## config.mk

```make
export PLATFORM = sky130hd
export DESIGN_NAME = tmr_bus_regs
export DESIGN_NICKNAME = d
export VERILOG_FILES = /design/src/rtl/tmr_bus_pkg.sv /design/src/rtl/tmr_bus_decode.sv /design/src/rtl/tmr_bus_chan.sv /design/src/rtl/tmr_bus_regs.sv
export SDC_FILE = /design/constraint.sdc
export NUM_CORES = 1
export LEC_CHECK = 0
export BUFFER_PORTS_ARGS = -buffer_cell sky130_fd_sc_hd__buf_2
export CAP_MARGIN = 20
export CORE_AREA = 5 5 127 129
export CTS_CLUSTER_SIZE = 28
export DETAILED_ROUTE_END_ITERATION = 6
export DIE_AREA = 0 0 132 134
export HOLD_SLACK_MARGIN = 0.06
export MAX_ROUTING_LAYER = met4
export PLACE_DENSITY = 0.78
export SETUP_SLACK_MARGIN = 0.02
export SYNTH_ARGS = -nofsm -noshare
export SYNTH_HDL_FRONTEND = slang
export SYNTH_SLANG_ARGS = --single-unit
```

## constraint.sdc

```tcl
create_clock -name clk -period 3.62 [get_ports clk]
set_clock_uncertainty 0.2 [all_clocks]
set_input_delay 0.543 -clock clk [delete_from_list [all_inputs] [get_ports clk]]
set_output_delay 0.543 -clock clk [all_outputs]
set_load 0.05 [all_outputs]
```

## src/rtl/tmr_bus_pkg.sv

```systemverilog
package tmr_bus_pkg;
  typedef enum logic [1:0] {
    ACC_LATCH = 2'b00,
    ACC_LO    = 2'b01,
    ACC_HI    = 2'b10,
    ACC_WORD  = 2'b11
  } acc_e;
endpackage

```

## src/rtl/tmr_bus_decode.sv

```systemverilog
module tmr_bus_decode #(
  parameter int NCH = 3,
  parameter int DW  = 8
) (
  input  logic           clk,
  input  logic           rst,
  input  logic           cs_n,
  input  logic           rd_n,
  input  logic           wr_n,
  input  logic [1:0]     addr,
  input  logic [DW-1:0]  wdata,
  output logic [NCH-1:0] cw_wr,
  output logic [NCH-1:0] lat_cmd,
  output logic [NCH-1:0] st_cmd,
  output logic [NCH-1:0] dat_wr,
  output logic [NCH-1:0] dat_rd
);
  localparam logic [1:0] CMD_ADDR = 2'd3;

  logic wr_act, rd_act, cmd_sel, rb;

  always_comb begin
    wr_act  = !cs_n && !wr_n;
    rd_act  = !cs_n && !rd_n && wr_n;
    cmd_sel = (addr == CMD_ADDR);
    rb      = (wdata[7:6] == 2'b11);
    for (int i = 0; i < NCH; i++) begin
      dat_wr[i]  = wr_act && !cmd_sel && (addr == 2'(i));
      dat_rd[i]  = rd_act && !cmd_sel && (addr == 2'(i));
      cw_wr[i]   = wr_act && cmd_sel && !rb && (wdata[7:6] == 2'(i)) && (wdata[5:4] != 2'b00);
      lat_cmd[i] = wr_act && cmd_sel &&
                   ((!rb && (wdata[7:6] == 2'(i)) && (wdata[5:4] == 2'b00)) ||
                    (rb && wdata[1+i] && !wdata[5]));
      st_cmd[i]  = wr_act && cmd_sel && rb && wdata[1+i] && !wdata[4];
    end
  end

  assert_cmd_read_quiet_R2: assert property (@(posedge clk) disable iff (rst)
    (addr == CMD_ADDR || cs_n) |-> (dat_rd == '0));
  assert_single_read_R2: assert property (@(posedge clk) disable iff (rst)
    $onehot0(dat_rd));
endmodule

```

## src/rtl/tmr_bus_chan.sv

```systemverilog
module tmr_bus_chan
  import tmr_bus_pkg::*;
#(
  parameter int DW = 8
) (
  input  logic            clk,
  input  logic            rst,
  input  logic            cw_wr,
  input  logic            lat_cmd,
  input  logic            st_cmd,
  input  logic            dat_wr,
  input  logic            dat_rd,
  input  logic [DW-1:0]   wdata,
  input  logic [2*DW-1:0] live_cnt,
  input  logic            out_lvl,
  input  logic            ce_loaded,
  output logic [DW-1:0]   rd_byte,
  output logic            ld_stb,
  output logic [2*DW-1:0] cr_val,
  output logic [3:0]      mode_bcd
);
  localparam int CW = 2 * DW;

  logic [5:0]    ctl_q;
  logic          prog_q, null_cnt;
  logic [CW-1:0] cr_q, ol_q;
  logic          ol_held, st_held;
  logic [7:0]    stat_q;
  logic          wr_hi, rd_hi;
  acc_e          acc;
  logic [CW-1:0] rd_src;
  logic          pick_hi;

  assign acc      = acc_e'(ctl_q[5:4]);
  assign cr_val   = cr_q;
  assign mode_bcd = ctl_q[3:0];

  always_comb begin
    rd_src  = ol_held ? ol_q : live_cnt;
    pick_hi = (acc == ACC_HI) || (acc == ACC_WORD && rd_hi);
    if (st_held)      rd_byte = stat_q;
    else if (pick_hi) rd_byte = rd_src[CW-1:DW];
    else              rd_byte = rd_src[DW-1:0];
  end

  always_ff @(posedge clk) begin
    if (rst) begin
      ctl_q <= '0; prog_q <= 1'b0; null_cnt <= 1'b0; cr_q <= '0; ol_q <= '0;
      ol_held <= 1'b0; st_held <= 1'b0; stat_q <= '0;
      wr_hi <= 1'b0; rd_hi <= 1'b0; ld_stb <= 1'b0;
    end else begin
      ld_stb <= 1'b0;
      if (ce_loaded) null_cnt <= 1'b0;
      if (cw_wr) begin
        ctl_q <= wdata[5:0]; prog_q <= 1'b1; cr_q <= '0; null_cnt <= 1'b1;
        wr_hi <= 1'b0; rd_hi <= 1'b0; ol_held <= 1'b0; st_held <= 1'b0;
      end else if (dat_wr && prog_q) begin
        unique case (acc)
          ACC_LO: begin cr_q[DW-1:0] <= wdata; ld_stb <= 1'b1; null_cnt <= 1'b1; end
          ACC_HI: begin cr_q[CW-1:DW] <= wdata; ld_stb <= 1'b1; null_cnt <= 1'b1; end
          ACC_WORD: begin
            if (!wr_hi) begin
              cr_q[DW-1:0] <= wdata; wr_hi <= 1'b1;
            end else begin
              cr_q[CW-1:DW] <= wdata; wr_hi <= 1'b0; ld_stb <= 1'b1; null_cnt <= 1'b1;
            end
          end
          default: ;
        endcase
      end
      if (lat_cmd && prog_q && !ol_held) begin
        ol_q <= live_cnt; ol_held <= 1'b1;
      end
      if (st_cmd && !st_held) begin
        stat_q <= {out_lvl, null_cnt, ctl_q}; st_held <= 1'b1;
      end
      if (dat_rd) begin
        if (st_held) st_held <= 1'b0;
        else if (acc == ACC_WORD) begin
          rd_hi <= !rd_hi;
          if (rd_hi) ol_held <= 1'b0;
        end else ol_held <= 1'b0;
      end
    end
  end

  assert_cw_clears_R3: assert property (@(posedge clk) disable iff (rst)
    cw_wr |=> (cr_val == '0) && null_cnt && !ol_held && !st_held);
  assert_latch_hold_R6: assert property (@(posedge clk) disable iff (rst)
    (ol_held && !dat_rd && !cw_wr) |=> (ol_held && $stable(ol_q)));
  assert_status_first_R8: assert property (@(posedge clk) disable iff (rst)
    (dat_rd && st_held) |=> (!st_held && $stable(ol_held)));
  assert_unprog_quiet_R12: assert property (@(posedge clk) disable iff (rst)
    !prog_q |-> (!ld_stb && cr_val == '0));
endmodule

```

## src/rtl/tmr_bus_regs.sv

```systemverilog
module tmr_bus_regs #(
  parameter int NCH = 3,
  parameter int DW  = 8
) (
  input  logic                clk,
  input  logic                rst,
  input  logic                cs_n,
  input  logic                rd_n,
  input  logic                wr_n,
  input  logic [1:0]          addr,
  input  logic [DW-1:0]       wdata,
  output logic [DW-1:0]       rdata,
  output logic [NCH-1:0]      ld_stb,
  output logic [NCH*2*DW-1:0] cr_value,
  output logic [NCH*4-1:0]    chan_ctl,
  input  logic [NCH*2*DW-1:0] live_cnt,
  input  logic [NCH-1:0]      out_lvl,
  input  logic [NCH-1:0]      ce_loaded
);
  localparam int CW = 2 * DW;

  logic [NCH-1:0] cw_wr, lat_cmd, st_cmd, dat_wr, dat_rd;
  logic [DW-1:0]  rd_byte [NCH];

  tmr_bus_decode #(.NCH(NCH), .DW(DW)) u_dec (
    .clk(clk), .rst(rst), .cs_n(cs_n), .rd_n(rd_n), .wr_n(wr_n), .addr(addr),
    .wdata(wdata), .cw_wr(cw_wr), .lat_cmd(lat_cmd), .st_cmd(st_cmd),
    .dat_wr(dat_wr), .dat_rd(dat_rd)
  );

  for (genvar g = 0; g < NCH; g++) begin : g_ch
    tmr_bus_chan #(.DW(DW)) u_ch (
      .clk(clk), .rst(rst), .cw_wr(cw_wr[g]), .lat_cmd(lat_cmd[g]), .st_cmd(st_cmd[g]),
      .dat_wr(dat_wr[g]), .dat_rd(dat_rd[g]), .wdata(wdata),
      .live_cnt(live_cnt[g*CW +: CW]), .out_lvl(out_lvl[g]), .ce_loaded(ce_loaded[g]),
      .rd_byte(rd_byte[g]), .ld_stb(ld_stb[g]), .cr_val(cr_value[g*CW +: CW]),
      .mode_bcd(chan_ctl[g*4 +: 4])
    );
  end

  always_comb begin
    rdata = '0;
    for (int i = 0; i < NCH; i++)
      if (dat_rd[i]) rdata = rd_byte[i];
  end

  assert_one_strobe_R4: assert property (@(posedge clk) disable iff (rst)
    $onehot0(ld_stb));
  assert_strobe_from_write_R4: assert property (@(posedge clk) disable iff (rst)
    (ld_stb != '0) |-> $past(!cs_n && !wr_n && addr != 2'd3));
endmodule

```

==> results.md <==
* Met1 global-route usage at 26.46%
* Critical Path Source: g_ch[1].u_ch.ctl_q[4]
* Clock latency on the worst-skew pair at 420 ps
* Post-synthesis xor/xnor area fraction at 0.3644%
* Hold Path Class: in2reg
* First-pass GRT wire length at 28.95 mm
* Top cell type's share of synthesized area at 44.14%
* Htree depth at 4
* Routability cong. at 0.8261
* CTS tree: done
* Final Hold Viols at 0
* Sum of negative setup slack at 0 ps
* WP data arrival at 2680 ps
* Residual DRC at 0
* Synth area leaders: dfxtp_1, mux2i_1, nor2_1
* Vias in the first global route at 5539
* Root Driver: clkbuf_16
* Status: finished clean
* Crit path kind: reg2out
* Finished Core Util at 57.29%
* Ys async rst share at 0%
* Crit start category: flip-flop
* Yosys top cell by area: dfxtp_1
* Met3 GRT Util at 3.976%
* Avg WL per Cell at 18.11 um
* Worst slew margin at 31.07%
* Post-CTS setup buffer count at 0
* Maximum vdd drop at 0.0003611 V
* CTS clk-pin slew, worst paths at 60 ps
* Largest family of logic cells by synthesized area: multiplexers
* Max Fanout on Critical Path at 10
* Post-synth EDFFs at 0
* Gr busiest metal: met2
* Met2 Resource Use GR at 33.75%
* Critical path required time at 2880 ps
* Layout cells sized above 1 at 27.41%
* Port Buffer Count at 139
* Compound-cell area share of the yosys netlist at 6.594%
* Critical Path Sink Type: output port
* Most frequent cells in the layout: dfxtp_1, nor2_1, buf_2, mux2i_1, nand2_1
* Reg2reg end: g_ch[2].u_ch.cr_val[7]
* Yosys warns at 0
* Area Overhead vs Synth at 18.55%
* Mapped Nets at 793
* # IOs at 140
* Min cycle time layout at 3427 ps
* Slew Limit Fails at 0
* Final #Nets at 908
* Simple-Gate Fraction of Synth Area at 15.01%
* PwrDens at 430.1 mW/mm^2
* Initial Util at 48.33%
* Unrepaired setup endpoints after global routing: false
* Flops & latches, synth at 159
* Post-Syn Area at 0.007211 mm^2
* Clk buf depth at 2
* Cts repair resizes at 0
* Pre-Repair DR Iteration Count at 5
* Setup ws final at 193.1 ps
* Fillcell total at 1239
* Via count at 5620
* Routed Wire Length at 18.60 mm
* Reg2reg path depth at 5
* Core Area at 0.01492 mm^2
* Flop2flop setup slack at 1200 ps
* Detailed Place HPWL at 13.18 mm
* Antenna violations before repair at 0
* Leakage power at 3.825 nW
* Most common cell after layout, fill and taps aside: dfxtp_1
* Die height at 134 um
* Place WS at 664.6 ps
* Die W at 132 um
* Period utilization at 94.66%
* Site Rows at 45
* Fmax at 0.2918 GHz
* Drt initial violations at 361
* Pin count of the biggest net entering global routing at 43
* Post-synth cell types at 50
* Antenna cell count at 0
* Reg-to-Reg Start: g_ch[2].u_ch.ctl_q[5]
* Clk sink count at 159
* CTS buffer count at 17
* Syn Inst Count at 712
* Number of max-cap violations at 0
* Seq. cell area at 0.003183 mm^2
* Seq/Total Area, Yosys at 44.14%
* Final ANT Viol Nets at 0
* Syn Area/Cell at 10.13 um^2
* GRT Util Overall at 20.96%
* Multi-input logic area at 0.003628 mm^2
* Grt total ovfl at 0
* Vias/cell at 5.472
* Ys flop type: dfxtp_1
* Final Setup Violations at 0
* Measured slew at the worst slew-check pin at 1029 ps
* Die area at 0.01769 mm^2
* Critical path endpoint: rdata[6]
* Mux contribution to synthesized area at 26.01%
* Hold Worst Slack at 168.7 ps
* Cts hold-fix bufs at 0
* Adder-cell share of the synthesized area at 2.082%
power breakdown:
group          switching [mW]  internal [mW]  total (mW)
combinational           0.115         0.0675       0.183
sequential            0.00220           1.75        1.75
clock                   0.696           1.04        1.74
worst min-delay path by stage:
| stage | start | to | depth (start not counted) |
|---|---|---|---|
| after global placement | g_ch[2].u_ch.ctl_q[0] | g_ch[2].u_ch.ctl_q[0] | 2 |
| final | out_lvl[2] | g_ch[2].u_ch.stat_q[7] | 3 |
| after global routing | live_cnt[42] | g_ch[2].u_ch.ol_q[10] | 3 |
| after CTS | live_cnt[34] | g_ch[2].u_ch.ol_q[2] | 3 |
| after detailed placement | g_ch[2].u_ch.ctl_q[0] | g_ch[2].u_ch.ctl_q[0] | 2 |
| after floorplan | g_ch[2].u_ch.ctl_q[0] | g_ch[2].u_ch.ctl_q[0] | 2 |
synth_stat cells (2+ instances only):
| cell | count |
|---|---|
| or2_2 | 2 |
| mux2i_1 | 130 |
| a222oi_1 | 8 |
| nand2b_1 | 7 |
| nand2_1 | 33 |
| nor3_1 | 5 |
| a31o_2 | 2 |
| or3_1 | 5 |
| xor2_1 | 3 |
| a22oi_1 | 8 |
| nand3b_1 | 3 |
| a21boi_0 | 2 |
| buf_1 | 5 |
| buf_4 | 19 |
| nor2_1 | 145 |
| mux2_2 | 3 |
| buf_2 | 10 |
| dfxtp_1 | 159 |
| o22ai_1 | 3 |
| a2111oi_4 | 2 |
| nor4b_1 | 5 |
| or4b_1 | 2 |
| o311ai_0 | 3 |
| mux4_2 | 24 |
| inv_1 | 17 |
| o21ai_0 | 2 |
| nand3_1 | 15 |
| a31oi_1 | 3 |
| nor2b_1 | 9 |
| a2111oi_0 | 2 |
| a21oi_1 | 17 |
| ha_1 | 12 |
| buf_6 | 2 |
| clkbuf_1 | 28 |
| o211ai_1 | 2 |
through the flow:
step           instance area [um^2]  instances  power [mW]
3_3_place_gp                   7974        996       1.969
2_1_floorplan                  7211        712       1.894
4_1_cts                        8548       1027       3.693
5_1_grt                        8548       1027       3.785
6_report                       8548       1027       3.677
3_5_place_dp                   7974        996       1.972
state kept, by name (all words and copies together), names as in the netlist:
register / count
g_ch.u_ch.cr_val: 48
g_ch.u_ch.ctl_q: 18
g_ch.u_ch.ld_stb: 3
g_ch.u_ch.null_cnt: 3
g_ch.u_ch.ol_held: 3
g_ch.u_ch.ol_q: 48
g_ch.u_ch.prog_q: 3
g_ch.u_ch.rd_hi: 3
g_ch.u_ch.st_held: 3
g_ch.u_ch.stat_q: 24
g_ch.u_ch.wr_hi: 3
per-layer routing:
metal,share of wire (%),wire [um],up-vias
li1,-,-,2706
met1,42,7796,2694
met2,49,9196,173
met3,5.6,1045,47
met4,3.0,558,0
met5,0,0,-
cell families after synthesis:
kind of cell | Yosys count
adders and majority gates | 12
DFF | 159
and+or+nand+nor | 240
buffers and inverters | 82
AOI/OAI and AO/OA | 59
xor gates and xnor gates | 3
muxes | 157
worst max-delay path, cell delays in order, from the launching register on:
cell and delay, ps:
dfxtp_1 360, ha_1 320, a21oi_1 380, mux4_2 570
a22oi_1 240, nand3_1 150, buf_2 240
layout make-up:
class                           count  share of cell area (%)
Inverter                           17                  0.7465
Clock inverter                     10                   1.332
Clock buffer                       21                   5.386
Timing Repair Buffer              161                   10.10
Tap cell                          188                   2.752
Multi-Input combinational cell    471                   42.45
Sequential cell                   159                   37.24
No activity file was read; power rests on OpenSTA's default activity.
